--- src/rtl/mbox_ring.sv ---
module mbox_ring #(
  parameter int AW_LO      = 16,
  parameter int AW_HI      = 8,
  parameter int SLOT_BYTES = 16
) (
  input  logic                                   clk,
  input  logic                                   rst_n,
  input  logic                                   enable,
  input  logic                                   ind_valid,
  output logic                                   ind_ready,
  output logic                                   mem_valid,
  input  logic                                   mem_ready,
  output logic [AW_HI+AW_LO-1:0]                 mem_addr,
  input  logic                                   reg_we,
  input  logic [2:0]                             reg_addr,
  input  logic [(AW_HI>AW_LO?AW_HI:AW_LO)-1:0]   reg_wdata,
  output logic [AW_LO-1:0]                       wr_ptr,
  output logic                                   stat_posted,
  output logic                                   stat_full,
  output logic                                   irq
);
  localparam logic [AW_LO-1:0] STEP = AW_LO'(SLOT_BYTES);
  localparam logic [2:0] A_HI = 3'd0, A_LO = 3'd1, A_BOT = 3'd2, A_WP = 3'd3,
                         A_RP = 3'd4, A_ST = 3'd5, A_EN = 3'd6;

  logic [AW_HI-1:0] start_hi;
  logic [AW_LO-1:0] start_lo, bottom, wp, rp, rp_nxt, wp_inc, wp_next;
  logic pend, full_q;
  logic [1:0] irq_en;
  logic accept, cfg_open, hits_rp, clr_post, clr_full;

  assign accept    = mem_valid & mem_ready;
  assign cfg_open  = ~enable | ~pend;
  assign wp_inc    = wp + STEP;
  assign wp_next   = (wp_inc == bottom) ? start_lo : wp_inc;
  assign rp_nxt    = (reg_we && reg_addr == A_RP) ? reg_wdata[AW_LO-1:0] : rp;
  assign hits_rp   = (wp_next == rp_nxt);
  assign clr_post  = reg_we && reg_addr == A_ST && reg_wdata[0];
  assign clr_full  = reg_we && reg_addr == A_ST && reg_wdata[1];

  assign ind_ready = ~pend;
  assign mem_valid = pend & enable & ~full_q;
  assign mem_addr  = {start_hi, wp};
  assign wr_ptr    = wp;
  assign irq       = (stat_posted & irq_en[0]) | (stat_full & irq_en[1]);

  always_ff @(posedge clk) begin
    if (!rst_n) begin
      start_hi    <= '0;
      start_lo    <= '0;
      bottom      <= '0;
      wp          <= '0;
      rp          <= '0;
      pend        <= 1'b0;
      full_q      <= 1'b0;
      irq_en      <= '0;
      stat_posted <= 1'b0;
      stat_full   <= 1'b0;
    end else begin
      if (accept)                pend <= 1'b0;
      else if (ind_valid)        pend <= 1'b1;

      if (reg_we && cfg_open) begin
        if (reg_addr == A_HI)  start_hi <= reg_wdata[AW_HI-1:0];
        if (reg_addr == A_LO)  start_lo <= reg_wdata[AW_LO-1:0];
        if (reg_addr == A_BOT) bottom   <= reg_wdata[AW_LO-1:0];
      end
      if (reg_we && reg_addr == A_EN) irq_en <= reg_wdata[1:0];
      rp <= rp_nxt;

      if (accept) begin
        wp     <= wp_next;
        full_q <= hits_rp;
      end else if (reg_we && cfg_open && reg_addr == A_WP) begin
        wp     <= reg_wdata[AW_LO-1:0];
        full_q <= 1'b0;
      end else if (reg_we && reg_addr == A_RP && reg_wdata[AW_LO-1:0] != wp) begin
        full_q <= 1'b0;
      end

      stat_posted <= accept | (stat_posted & ~clr_post);
      stat_full   <= (accept & hits_rp) | (stat_full & ~clr_full);
    end
  end
endmodule

--- config.mk ---
export PLATFORM = sky130hd
export DESIGN_NAME = mbox_ring
export DESIGN_NICKNAME = d
export VERILOG_FILES = /design/src/rtl/mbox_ring.sv
export SDC_FILE = /design/constraint.sdc
export NUM_CORES = 1
export LEC_CHECK = 0
export BUFFER_PORTS_ARGS = -buffer_cell sky130_fd_sc_hd__clkbuf_2
export CAP_MARGIN = 20
export CORE_MARGIN = 2
export CORE_UTILIZATION = 40
export DETAILED_ROUTE_END_ITERATION = 10
export PLACE_DENSITY = 0.66
export SLEW_MARGIN = 20
export SYNTH_ARGS = -nofsm -noshare
export SYNTH_HDL_FRONTEND = slang
export SYNTH_SLANG_ARGS = --single-unit
--- constraint.sdc ---
create_clock -name clk -period 5.7 [get_ports clk]
set_input_delay 0 -clock clk [delete_from_list [all_inputs] [get_ports clk]]
set_output_delay 0 -clock clk [all_outputs]
set_load 0.01 [all_outputs]
==> metrics.log, run 1 <==
[metrics] status: completed
[metrics] number of enable-type register cells in the synthesized netlist: 0
[metrics] number of warnings printed during yosys synthesis: 0
[metrics] DIE WIDTH: 113 um
[metrics] remaining global-route overflow: 0
[metrics] Detailed Route Iter0 Violations: 308
[metrics] multiplexer fraction of the synthesized cell area: between 10% and 20%
[metrics] ratio of final minimum period to clock period: 77.4%
[metrics] routed wire length per instance: roughly 18 um
[metrics] post-detailed-placement cell area: 0.00496 mm^2
[metrics] Overall Global Routing Usage: 20.0%
[metrics] critical path required time: 5.99 ns
[metrics] total number of vias: 3949
[metrics] Critical Path Sink Type: flop
[metrics] critical path startpoint category: flop
[metrics] row cnt: 39
[metrics] Routed met2 length: 5970 um
[metrics] routability congestion estimate: 0.956
[metrics] number of gates given a new drive strength after cts: 0
[metrics] Hold Fails Final Rpt: 0
[metrics] number of buffers on the longest clock path: 2
[metrics] Relative slew margins: around 26%
[metrics] commonest cells in the netlist: dfxtp_1 (78), nor2b_1 (59), mux2i_1 (57), nand2_1 (36), xnor2_1 (30)
[metrics] largest cells by area after synthesis: dfxtp_1 (33%), mux2i_1 (12%), nor2b_1 (7.8%)
[metrics] number of top-level design ports: 70
[metrics] total number of nets in the final design: 584
[metrics] count of antenna diodes in the layout: 0
[metrics] CTS clock-pin slew for the worst setup and hold paths: approximately 0.070 ns
[metrics] post-synthesis cell count: 526
[metrics] max cap viols: 0
[metrics] Worst Skew: 0.00959 ns
[metrics] total nets after synthesis: 552
[metrics] number of clock buffers inserted by TritonCTS: 9
[metrics] setup_tns: 0 ns
[metrics] initial antenna violation count: 0
[metrics] Post-route DRC: 0
[metrics] I/O Buffers: 69
[metrics] maximum clock frequency: 0.227 GHz
[metrics] clock tree from TritonCTS: built
[metrics] count of TritonRoute iterations in the first routing pass: 5
[metrics] pre-CTS setup slack: 1.41 ns
[metrics] wirelength, routed: 12800 um
[metrics] Post-CTS Hold Fix Bufs: 1
[metrics] Synth-to-Final Area Change: 11.1%
[metrics] Clk Tree Root Cell: clkbuf_16
[metrics] adder-cell share of the synthesized area: 0.264%
[metrics] vias per std cell: 5.59
[metrics] number of sinks handled by clock tree synthesis: 78
[metrics] WHS: 0.00505 ns
[metrics] sequential cell area fraction in the yosys report: roughly 33%
[metrics] clock period minus final worst setup slack: about 4.4 ns
[metrics] Yosys top cell by area: dfxtp_1
[metrics] summed instance area of the synthesized netlist: 0.00473 mm^2
[metrics] # H-tree levels: 3
[metrics] DR top layer: met4
[metrics] area of the die: 0.0127 mm^2
[metrics] wire length of the first global-routing pass: 20000 um
[metrics] most common flop cell mapped by yosys: dfxtp_1
[metrics] share of final-layout standard cells stronger than drive strength 1: 17.9%
[metrics] critical path fanouts, max: 20
[metrics] most common cell in the netlist: dfxtp_1
[metrics] final setup violation count: 0
[metrics] post-synth cell types: 64
[metrics] mean post-synth cell area: between 8 and 9 um^2
[metrics] fill count: 1112
[metrics] met3 routed WL: between 600 and 700 um
[metrics] Non-Filler Cell Area, Final: 0.00526 mm^2
[metrics] kind of critical path: flop to flop
[metrics] latest clock arrival within the worst-skew pair: roughly 0.35 ns
[metrics] fraction of post-synthesis cell area in the top cell type by area: 33.0%
[metrics] RSZ-0062 raised after global routing: false
[metrics] fraction of registers with async set or reset after synthesis: 0%
[metrics] area share of xor/xnor cells in the synthesized design: 10.6%
[metrics] Met1 Routed Length: 5910 um
[metrics] Detailed Place HPWL: 9480 um
[metrics] power density over the cells: ~240 mW/mm^2
[metrics] Compound-Gate Fraction of Synth Area: 12.0%
[metrics] number of synthesized register bits: 78
[metrics] Core ar.: between 0.01 and 0.015 mm^2
[metrics] residual antenna-violating net count after detailed routing: 0
[metrics] via count of the first global-routing pass: between 3000 and 4000
[metrics] WP data arrival: 4.70 ns
[metrics] maximum number of pins on one net before global-route repair: 81
[metrics] largest family of logic cells by synthesized area: simple AND/OR/NAND/NOR gates
[metrics] Post-CTS Setup Inserts: 0
[metrics] path category of the worst min-delay check: primary input to flop
[metrics] worst-case setup margin in the final layout: 1.29 ns
[metrics] initial core utilization: 41.3%
[metrics] Lkg Pwr: about 2.4 nW
[metrics] die boundary height: between 100 and 150 um
[metrics] slew at the pin with the worst max-slew slack: between 1 and 1.5 ns
[metrics] share of synthesized cell area in and, or, nand and nor gates: around 25%
[metrics] Final Max Tran Viols: 0
[metrics] Worst IR Drop VDD: 0.110 mV
[layout by cell type (no fill, tap or decap), types with 3 or more instances in the layout]
| cell | netlist | layout |
|---|---|---|
| dfxtp_1 | 78 | 78 |
| clkbuf_2 | 0 | 69 |
| nor2b_1 | 59 | 59 |
| mux2i_1 | 57 | 57 |
| nand2_1 | 36 | 36 |
| xnor2_1 | 30 | 30 |
| o21ai_0 | 25 | 25 |
| xor2_1 | 19 | 19 |
| nor2_1 | 16 | 16 |
| and2_1 | 16 | 16 |
| a22oi_1 | 14 | 14 |
| nand3_1 | 12 | 12 |
| clkbuf_16 | 0 | 9 |
| a21oi_1 | 8 | 8 |
| nand4_1 | 8 | 8 |
| nor4_1 | 7 | 7 |
| nor3_1 | 6 | 6 |
| inv_1 | 5 | 5 |
| and3_1 | 5 | 5 |
| a22o_1 | 4 | 4 |
| and4_1 | 4 | 4 |
| a21boi_1 | 4 | 4 |
| or3_1 | 3 | 3 |
| o31ai_1 | 3 | 3 |
| or4_4 | 3 | 3 |
| nand2b_1 | 3 | 3 |
| or4_1 | 3 | 3 |
| a2111oi_0 | 3 | 3 |
| a31oi_1 | 3 | 3 |
| a21o_1 | 3 | 3 |
[flip-flops by register name, summed over array words and instances, names as in the netlist]
name / cells
wr_ptr: 16
stat_posted: 1
full_q: 1
irq_en: 2
bottom: 16
pend: 1
stat_full: 1
start_hi: 8
start_lo: 16
rp: 16
[final timing paths]
kind	start	end	slack, ns	depth (start not counted)
min	reg_wdata[15]	bottom[15]	0.005	3
min reg2reg	stat_full	stat_full	0.49	2
max reg2reg	wr_ptr[4]	stat_full	1.29	10
max	wr_ptr[4]	stat_full	1.29	10
[per-stage QoR]
step / power [mW] / utilization, % / instances
detailed placement: 0.743 / 43.3 / 689
floorplan: 0.695 / - / 526
global route: 1.33 / 45.8 / 706
finish: 1.29 / 45.8 / 706
global placement: 0.740 / 43.1 / 688
CTS: 1.29 / 45.8 / 706
[kinds of logic after synthesis]
kind of cell	Yosys count
and+or+nand+nor	196
AOI/OAI and AO/OA	84
adders and majority gates	1
muxes	58
buffers and inverters	57
xor gates and xnor gates	52
DFF	78
[cell type report]
class | count | area (um^2) | area share, %
Clock buffer | 11 | 253 | 4.81
Timing Repair Buffer | 73 | 385 | 7.33
Inverter | 5 | 18.8 | 0.357
Multi-Input combinational cell | 391 | 2830 | 53.8
Clock inverter | 5 | 33.8 | 0.643
Sequential cell | 78 | 1560 | 29.7
Tap cell | 143 | 179 | 3.40
[where the power goes]
| part | leakage (nW) | switching (mW) | internal, mW |
|---|---|---|---|
| registers | 0.631 | 0.0158 | 0.558 |
| clock network | 0.138 | 0.235 | 0.318 |
| logic | 1.62 | 0.0921 | 0.0678 |
[critical path, stage by stage, from the launching register on]
cell,delay (ns)
dfxtp_1,0.62
ha_1,0.45
nand3_1,0.16
or3_1,0.36
and3_1,0.19
nor4_1,0.71
nand3_1,0.82
mux2i_1,0.30
a222oi_1,0.41
o2111ai_1,0.23
nand2_1,0.11
[per-layer routing]
metal  up-vias  global-route usage (%)
met2       129                    32.6
met3        23                    2.30
li1       1905                       -
met4         0                    7.97
met5         -                       0
met1      1892                    27.0
No activity file was read; power rests on OpenSTA's default activity.
==> run 2: changes to the inputs <==
--- a/config.mk
+++ b/config.mk
@@ -5,12 +5,13 @@
 export SDC_FILE = /design/constraint.sdc
 export NUM_CORES = 1
 export LEC_CHECK = 0
+export ABC_AREA = 1
 export BUFFER_PORTS_ARGS = -buffer_cell sky130_fd_sc_hd__clkbuf_2
 export CAP_MARGIN = 20
 export CORE_MARGIN = 2
 export CORE_UTILIZATION = 40
 export DETAILED_ROUTE_END_ITERATION = 10
-export PLACE_DENSITY = 0.66
+export PLACE_DENSITY = 0.67
 export SLEW_MARGIN = 20
 export SYNTH_ARGS = -nofsm -noshare
 export SYNTH_HDL_FRONTEND = slang
==> constraint.sdc (replaced) <==
create_clock -name clk -period 4.4 [get_ports clk]
set_input_delay 0 -clock clk [delete_from_list [all_inputs] [get_ports clk]]
set_output_delay 0 -clock clk [all_outputs]
set_load 0.01 [all_outputs]
==> run 2 against run 1 <==
Net effect: count of clock-buffer cells in the layout shrank 2; hold slack improved by 0.014 ns; combinational power up 57%; maximum frequency rose by 41%; synthesized cell count rose by 35%; routed wire length is 6.9% higher; critical path depth is 8 higher; core utilization up 1.5 points; first-iteration DRC count is 34% higher; total power increased by 38%; critical endpoint is now full_q; largest cell class unchanged; largest power group is now clock; highest routed layer unchanged.
==> metrics.log, run 2 <==
[metrics] post-layout util: 47.3%
[metrics] largest family of logic cells by synthesized area: simple AND/OR/NAND/NOR gates
[metrics] initial antenna violation count: 0
[metrics] kind of critical path: flop to flop
[metrics] routability congestion estimate: slightly above 0.9
[metrics] share of final-layout standard cells stronger than drive strength 1: 17.4%
[metrics] number of stages on the worst hold path: 3
[metrics] Hold Fails Final Rpt: 0
[metrics] number of sinks handled by clock tree synthesis: 78
[metrics] commonest cells in the netlist: nand2_1 (184), dfxtp_1 (78), inv_1 (77), nor2_1 (65), nand3_1 (61)
[metrics] Overall Global Routing Usage: between 20 and 25%
[metrics] total number of vias: 4687
[metrics] multiplexer fraction of the synthesized cell area: 0.436%
[metrics] residual antenna-violating net count after detailed routing: 0
[metrics] fraction of registers with async set or reset after synthesis: 0%
[metrics] max cap viols: 0
[metrics] Detailed Route Iter0 Violations: 414
[metrics] commonest non-fill, non-tap cells in the layout: nand2_1 (184), dfxtp_1 (78), inv_1 (77)
[metrics] Final Power: 1.77 mW
[metrics] share of synthesized cell area in and, or, nand and nor gates: 36.6%
[metrics] maximum clock frequency: 0.319 GHz
[metrics] CTS clock-pin slew for the worst setup and hold paths: 0.06 ns
[metrics] endpoint of the worst hold-timing path: start_hi[7]
[metrics] worst r2r dst: full_q
[metrics] Compound-Gate Fraction of Synth Area: 14.6%
[metrics] critical hold path startpoint: reg_wdata[7]
[metrics] number of buffers on the longest clock path: 2
[metrics] Yosys top cell by area: dfxtp_1
[metrics] via count of the first global-routing pass: 4204
[metrics] Critical Path Sink Type: flop
[metrics] Relative slew margins: 41.7%
[metrics] # H-tree levels: 3
[metrics] ratio of final minimum period to clock period: 71.3%
[metrics] multi-input gate area in the final layout: 0.00249 mm^2
[metrics] Clk Tree Root Cell: clkbuf_16
[metrics] Core ar.: 0.0113 mm^2
[metrics] Post-CTS Setup Inserts: 0
[metrics] power density over the cells: approximately 330 mW/mm^2
[metrics] maximum number of pins on one net before global-route repair: 46
[metrics] summed instance area of the synthesized netlist: 0.00460 mm^2
[metrics] Worst IR Drop VDD: 0.205 mV
[metrics] critical path required time: ~4.7 ns
[metrics] post-synthesis cell count: 708
[metrics] clock period minus final worst setup slack: 3.14 ns
[metrics] RSZ-0062 raised after global routing: false
[metrics] Final Max Tran Viols: 0
[metrics] area share of xor/xnor cells in the synthesized design: under 10%
[metrics] count of antenna diodes in the layout: 0
[metrics] critical path startpoint category: flop
[metrics] wirelength, routed: 13700 um
[metrics] die boundary height: approximately 110 um
[metrics] Lkg Pwr: between 2 and 3 nW
[metrics] number of enable-type register cells in the synthesized netlist: 0
[metrics] Post-route DRC: 0
[metrics] r2r startpoint: wr_ptr[4]
[metrics] final setup violation count: 0
[metrics] setup slack on the worst flop-to-flop path: 1.26 ns
[metrics] fill count: 1188
[metrics] path category of the worst min-delay check: primary input to flop
[metrics] total number of nets in the final design: 790
[metrics] Detailed Place HPWL: 10100 um
[metrics] number of top-level design ports: 70
[metrics] largest cells by area after synthesis: dfxtp_1 (34%), nand2_1 (15%), nand3_1 (6.6%)
[metrics] initial core utilization: between 40% and 50%
[metrics] number of cells on the worst reg-to-reg path: 18
[metrics] most common cell in the netlist: nand2_1
[metrics] total nets after synthesis: 734
[metrics] DIE WIDTH: roughly 110 um
[metrics] vias per std cell: about 5
[metrics] post-synth cell types: 38
[metrics] status: completed
[metrics] number of synthesized register bits: 78
[metrics] setup_tns: 0 ns
[metrics] count of TritonRoute iterations in the first routing pass: 5
[metrics] latest clock arrival within the worst-skew pair: around 0.35 ns
[metrics] most common flop cell mapped by yosys: dfxtp_1
[metrics] Sequential Area: about 0.0016 mm^2
[metrics] Worst Skew: 0.00851 ns
[metrics] mean post-synth cell area: ~6.5 um^2
[metrics] remaining global-route overflow: 0
[metrics] number of gates given a new drive strength after cts: 0
[metrics] adder-cell share of the synthesized area: 0.272%
[metrics] number of warnings printed during yosys synthesis: 0
[metrics] row cnt: 39
[metrics] I/O Buffers: 69
[metrics] fraction of post-synthesis cell area in the top cell type by area: approximately 34%
[metrics] slew at the pin with the worst max-slew slack: between 0.8 and 0.9 ns
[metrics] number of clock buffers inserted by TritonCTS: 9
[metrics] critical path fanouts, max: 17
[metrics] WP data arrival: ~3.4 ns
[metrics] routed wire length per instance: approximately 15 um
[metrics] clock tree from TritonCTS: built
[metrics] wire length of the first global-routing pass: ~22000 um
[metrics] sequential cell area fraction in the yosys report: 34.0%
[metrics] Synth-to-Final Area Change: 16.6%
[metrics] most common library cell in the layout ignoring fill and taps: nand2_1
[metrics] area of the die: 0.0124 mm^2
## run 2: through the flow
step | cell area [um^2] | cells | worst slack [ns] | hold slack (ns)
after global placement | 4940 | 885 | 1.38 | 0.232
after CTS | 5360 | 912 | 1.30 | 0.0102
final | 5360 | 912 | 1.26 | 0.0186
after floorplan | 4600 | 708 | 2.02 | 0.127
after global routing | 5360 | 912 | 0.899 | 0.0419
after detailed placement | 4940 | 885 | 1.33 | 0.232
## run 2: power by group
group,leakage (nW),switching [mW],internal (mW)
Combinational,1.75,0.167,0.0845
Clock,0.144,0.325,0.447
Sequential,0.633,0.0201,0.729
Total,2.53,0.512,1.26
## run 2: kinds of logic after synthesis
family / count (synthesis)
fa+ha+maj: 1
buf+inv: 126
flops: 78
mux: 2
simple gates: 366
xor+xnor: 11
compound gates: 124
## run 2: what timing repair did
item,4_1_cts,5_1_grt
hold endpoints to repair,15,0
hold buffers,11,0
setup endpoints to repair,0,0
## run 2: layout make-up
| cell class | count | share of cell area (%) |
|---|---|---|
| Multi-Input combinational cell | 504 | 46.5 |
| Sequential cell | 78 | 29.2 |
| Timing Repair Buffer | 86 | 9.34 |
| Inverter | 85 | 5.96 |
| Clock buffer | 9 | 4.20 |
| Tap cell | 143 | 3.34 |
| Clock inverter | 7 | 1.54 |
## run 2: layer usage
metal | vias to the layer above | routed length, um | track usage, %
li1 | 2391 | - | -
met1 | 2127 | 6720 | 31.8
met2 | 142 | 5940 | 33.3
met3 | 27 | 578 | 2.24
met4 | 0 | 433 | 10.1
met5 | - | 0 | 0
## run 2: worst max path at each step
stage	from	endpoint	slack (ns)	cells past startpoint
after floorplan	wr_ptr[4]	full_q	2.02	18
final	wr_ptr[4]	full_q	1.26	18
after global routing	wr_ptr[4]	full_q	0.90	19
after CTS	wr_ptr[4]	full_q	1.30	18
after global placement	wr_ptr[5]	stat_full	1.38	18
after detailed placement	wr_ptr[4]	stat_full	1.33	18
## run 2: critical path, cell delays in order, from the launching register on
cell	delay, ns
dfxtp_1	0.52
ha_1	0.27
nand3_1	0.14
nor2_1	0.16
nand2_1	0.07
nand2_1	0.11
nand2_1	0.06
nand2_1	0.07
nand2_1	0.08
nor2_4	0.38
nand3_4	0.31
or2_1	0.33
nand2_1	0.07
nand2_1	0.05
nand2_1	0.06
nand2_1	0.05
nor2_1	0.11
nand3_1	0.11
a21oi_1	0.14
==> run 3: changes to the inputs <==
--- a/config.mk
+++ b/config.mk
@@ -11,7 +11,7 @@
 export CORE_MARGIN = 2
 export CORE_UTILIZATION = 40
 export DETAILED_ROUTE_END_ITERATION = 10
-export PLACE_DENSITY = 0.67
+export PLACE_DENSITY = 0.69
 export SLEW_MARGIN = 20
 export SYNTH_ARGS = -nofsm -noshare
 export SYNTH_HDL_FRONTEND = slang
==> constraint.sdc (replaced) <==
create_clock -name clk -period 2.79 [get_ports clk]
set_input_delay 0 -clock clk [delete_from_list [all_inputs] [get_ports clk]]
set_output_delay 0 -clock clk [all_outputs]
set_load 0.01 [all_outputs]
==> run 3 against run 2 <==
Net effect: setup slack worse by 1.0 ns; highest routed layer unchanged; clock power rose by 65%; combinational power grew 76%; largest power group unchanged; via count grew 2.4%; critical path depth unchanged; routed wire length is 2.4% higher; sequential share of layout area is 1.2 points lower; first-iteration DRC count up 27%; largest cell class unchanged.
==> metrics.log, run 3 (synthesized netlist as in run 2, its figures left out) <==
[metrics] status: completed
[metrics] Overall Global Routing Usage: between 20% and 30%
[metrics] die boundary height: 111 um
[metrics] worst r2r dst: stat_full
[metrics] switching power summed over all nets: 796 uW
[metrics] slew at the pin with the worst max-slew slack: 0.680 ns
[metrics] # H-tree levels: 3
[metrics] clock tree from TritonCTS: built
[metrics] I/O Buffers: 69
[metrics] Routed met2 length: between 6000 and 7000 um
[metrics] vias per std cell: between 5 and 6
[metrics] initial core utilization: 40.6%
[metrics] Worst Skew: 0.00772 ns
[metrics] Relative slew margins: 54.5%
[metrics] share of total power in sequential cells: 40.7%
[metrics] number of sinks handled by clock tree synthesis: 78
[metrics] RSZ-0062 raised after global routing: false
[metrics] Final Max Tran Viols: 0
[metrics] maximum number of pins on one net before global-route repair: 46
[metrics] origin of the worst setup path: wr_ptr[5]
[metrics] DR top layer: met4
[metrics] max cap viols: 0
[metrics] switching power share of the total: 27.6%
[metrics] number of cells after detailed placement: 902
[metrics] Post-route DRC: 0
[metrics] wirelength, routed: 14000 um
[metrics] Critical Path Sink Type: flop
[metrics] clock power share: between 40% and 50%
[metrics] initial antenna violation count: 0
[metrics] Detailed Route Iter0 Violations: 525
[metrics] r2r startpoint: wr_ptr[5]
[metrics] cell-internal power: 2.09 mW
[metrics] CTS clock-pin slew for the worst setup and hold paths: 0.06 ns
[metrics] critical path startpoint category: flop
[metrics] commonest non-fill, non-tap cells in the layout: nand2_1 (183), inv_1 (77), dfxtp_1 (70)
[metrics] via count of the first global-routing pass: 4221
[metrics] remaining global-route overflow: 0
[metrics] residual antenna-violating net count after detailed routing: 0
[metrics] area of the die: 0.0124 mm^2
[metrics] Detailed Place HPWL: 10100 um
[metrics] Met1 Routed Length: 6610 um
[metrics] power density over the cells: 513 mW/mm^2
[metrics] critical hold path startpoint: reg_wdata[8]
[metrics] path category of the worst min-delay check: primary input to flop
[metrics] setup_tns: 0 ns
[metrics] WP data arrival: 2.82 ns
[metrics] final setup violation count: 0
[metrics] number of cells on the worst reg-to-reg path: 18
[metrics] ratio of final minimum period to clock period: around 90%
[metrics] clock period minus final worst setup slack: 2.55 ns
[metrics] Synth-to-Final Area Change: 22.4%
[metrics] number of buffers on the longest clock path: 2
[metrics] critical path fanouts, max: 8
[metrics] row cnt: 39
[metrics] fin cells: around 940
[metrics] count of TritonRoute iterations in the first routing pass: 5
[metrics] latest clock arrival within the worst-skew pair: about 0.34 ns
[metrics] critical path required time: 3.06 ns
[metrics] wire length of the first global-routing pass: 21800 um
[metrics] number of top-level design ports: 70
[metrics] count of antenna diodes in the layout: 0
[metrics] Hold Fails Final Rpt: 0
[metrics] most common library cell in the layout ignoring fill and taps: nand2_1
[metrics] DIE WIDTH: 111 um
[metrics] met3 routed WL: 936 um
[metrics] Worst IR Drop VDD: 0.270 mV
[metrics] share of final-layout standard cells stronger than drive strength 1: 21.3%
[metrics] maximum clock frequency: 0.392 GHz
[metrics] post-layout util: 49.7%
[metrics] kind of critical path: flop to flop
[metrics] routed wire length per instance: 15.0 um
[metrics] Gate power share: 15.3%
[metrics] Lkg Pwr: 2.67 nW
[metrics] Clk Tree Root Cell: clkbuf_16
[metrics] number of clock buffers inserted by TritonCTS: 9
[metrics] total number of nets in the final design: 814
[metrics] Core ar.: between 0.01 and 0.015 mm^2
[metrics] routability congestion estimate: 0.903
[metrics] setup slack on the worst flop-to-flop path: ~0.24 ns
[metrics] Worst Setup EP: stat_full
[metrics] total number of vias: 4798
==> run 3: changes by cell type in the layout (fill, tap and decap cells not counted), moves of 2 or more <==
| cell | change |
|---|---|
| nand3_2 | +2 |
| nand3_1 | -2 |
| dfxtp_1 | -8 |
| dfxtp_2 | +7 |
| buf_4 | +18 |
| buf_6 | +3 |
==> run 3: worst min-delay path by stage <==
stage	to	slack (ns)	cells after the start
finish	wr_ptr[8]	0.01	3
global route	wr_ptr[8]	0.04	3
CTS	wr_ptr[8]	0.008	3
detailed placement	pend	0.23	3
global placement	pend	0.23	3
floorplan	mem_valid	0.13	2
==> run 3: per-layer routing <==
metal,global-route usage [%],vias up
met4,7.65,0
li1,-,2439
met1,31.1,2147
met5,0,-
met2,34.1,187
met3,3.61,25
==> run 3: metrics by stage <==
step	total power, mW	hold slack [ns]	instance area (um^2)	setup WS (ns)
2_1_floorplan	1.47	0.127	4600	0.408
3_3_place_gp	1.59	0.232	5070	0.152
3_5_place_dp	1.60	0.233	5070	0.0966
4_1_cts	2.86	0.00772	5490	0.0852
5_1_grt	3.00	0.0432	5630	0.0280
6_report	2.89	0.0148	5630	0.241
==> run 3: cell type report <==
cell class,count,area [um^2]
Multi-Input combinational cell,506,2550
Inverter,85,319
Tap cell,143,179
Fill cell,1124,5700
Timing Repair Buffer,108,689
Clock inverter,5,85.1
Sequential cell,78,1570
Clock buffer,10,229
==> run 3: power by group through the flow <==
| stage | combinational (mW) | sequential [mW] | clock (mW) |
|---|---|---|---|
| after floorplan | 0.266 | 1.20 | 0 |
| after global placement | 0.397 | 1.20 | 0 |
| after detailed placement | 0.398 | 1.20 | 0 |
| after global routing | 0.490 | 1.18 | 1.33 |
| final | 0.442 | 1.17 | 1.27 |
| after CTS | 0.412 | 1.17 | 1.28 |
==> run 3: timing repair <==
item,in CTS,in global routing
setup endpoints to repair,0,2
gates resized for setup,0,21
hold buffers,11,0
hold endpoints to repair,14,0
setup buffers,0,5
==> run 3: worst max-delay path: stages (launching register included) <==
cell     delay, ns
dfxtp_2       0.35
buf_6         0.14
nand2_2       0.09
nor2_4        0.18
nand2_2       0.07
nand2_1       0.08
nand3_1       0.07
nand2_1       0.13
nand3_2       0.11
nor2_4        0.22
nand3_4       0.16
or2_1         0.27
nand2_1       0.07
nand2_1       0.05
nand2_1       0.06
nand2_1       0.08
nor2_1        0.11
nand3_1       0.09
a21oi_1       0.14
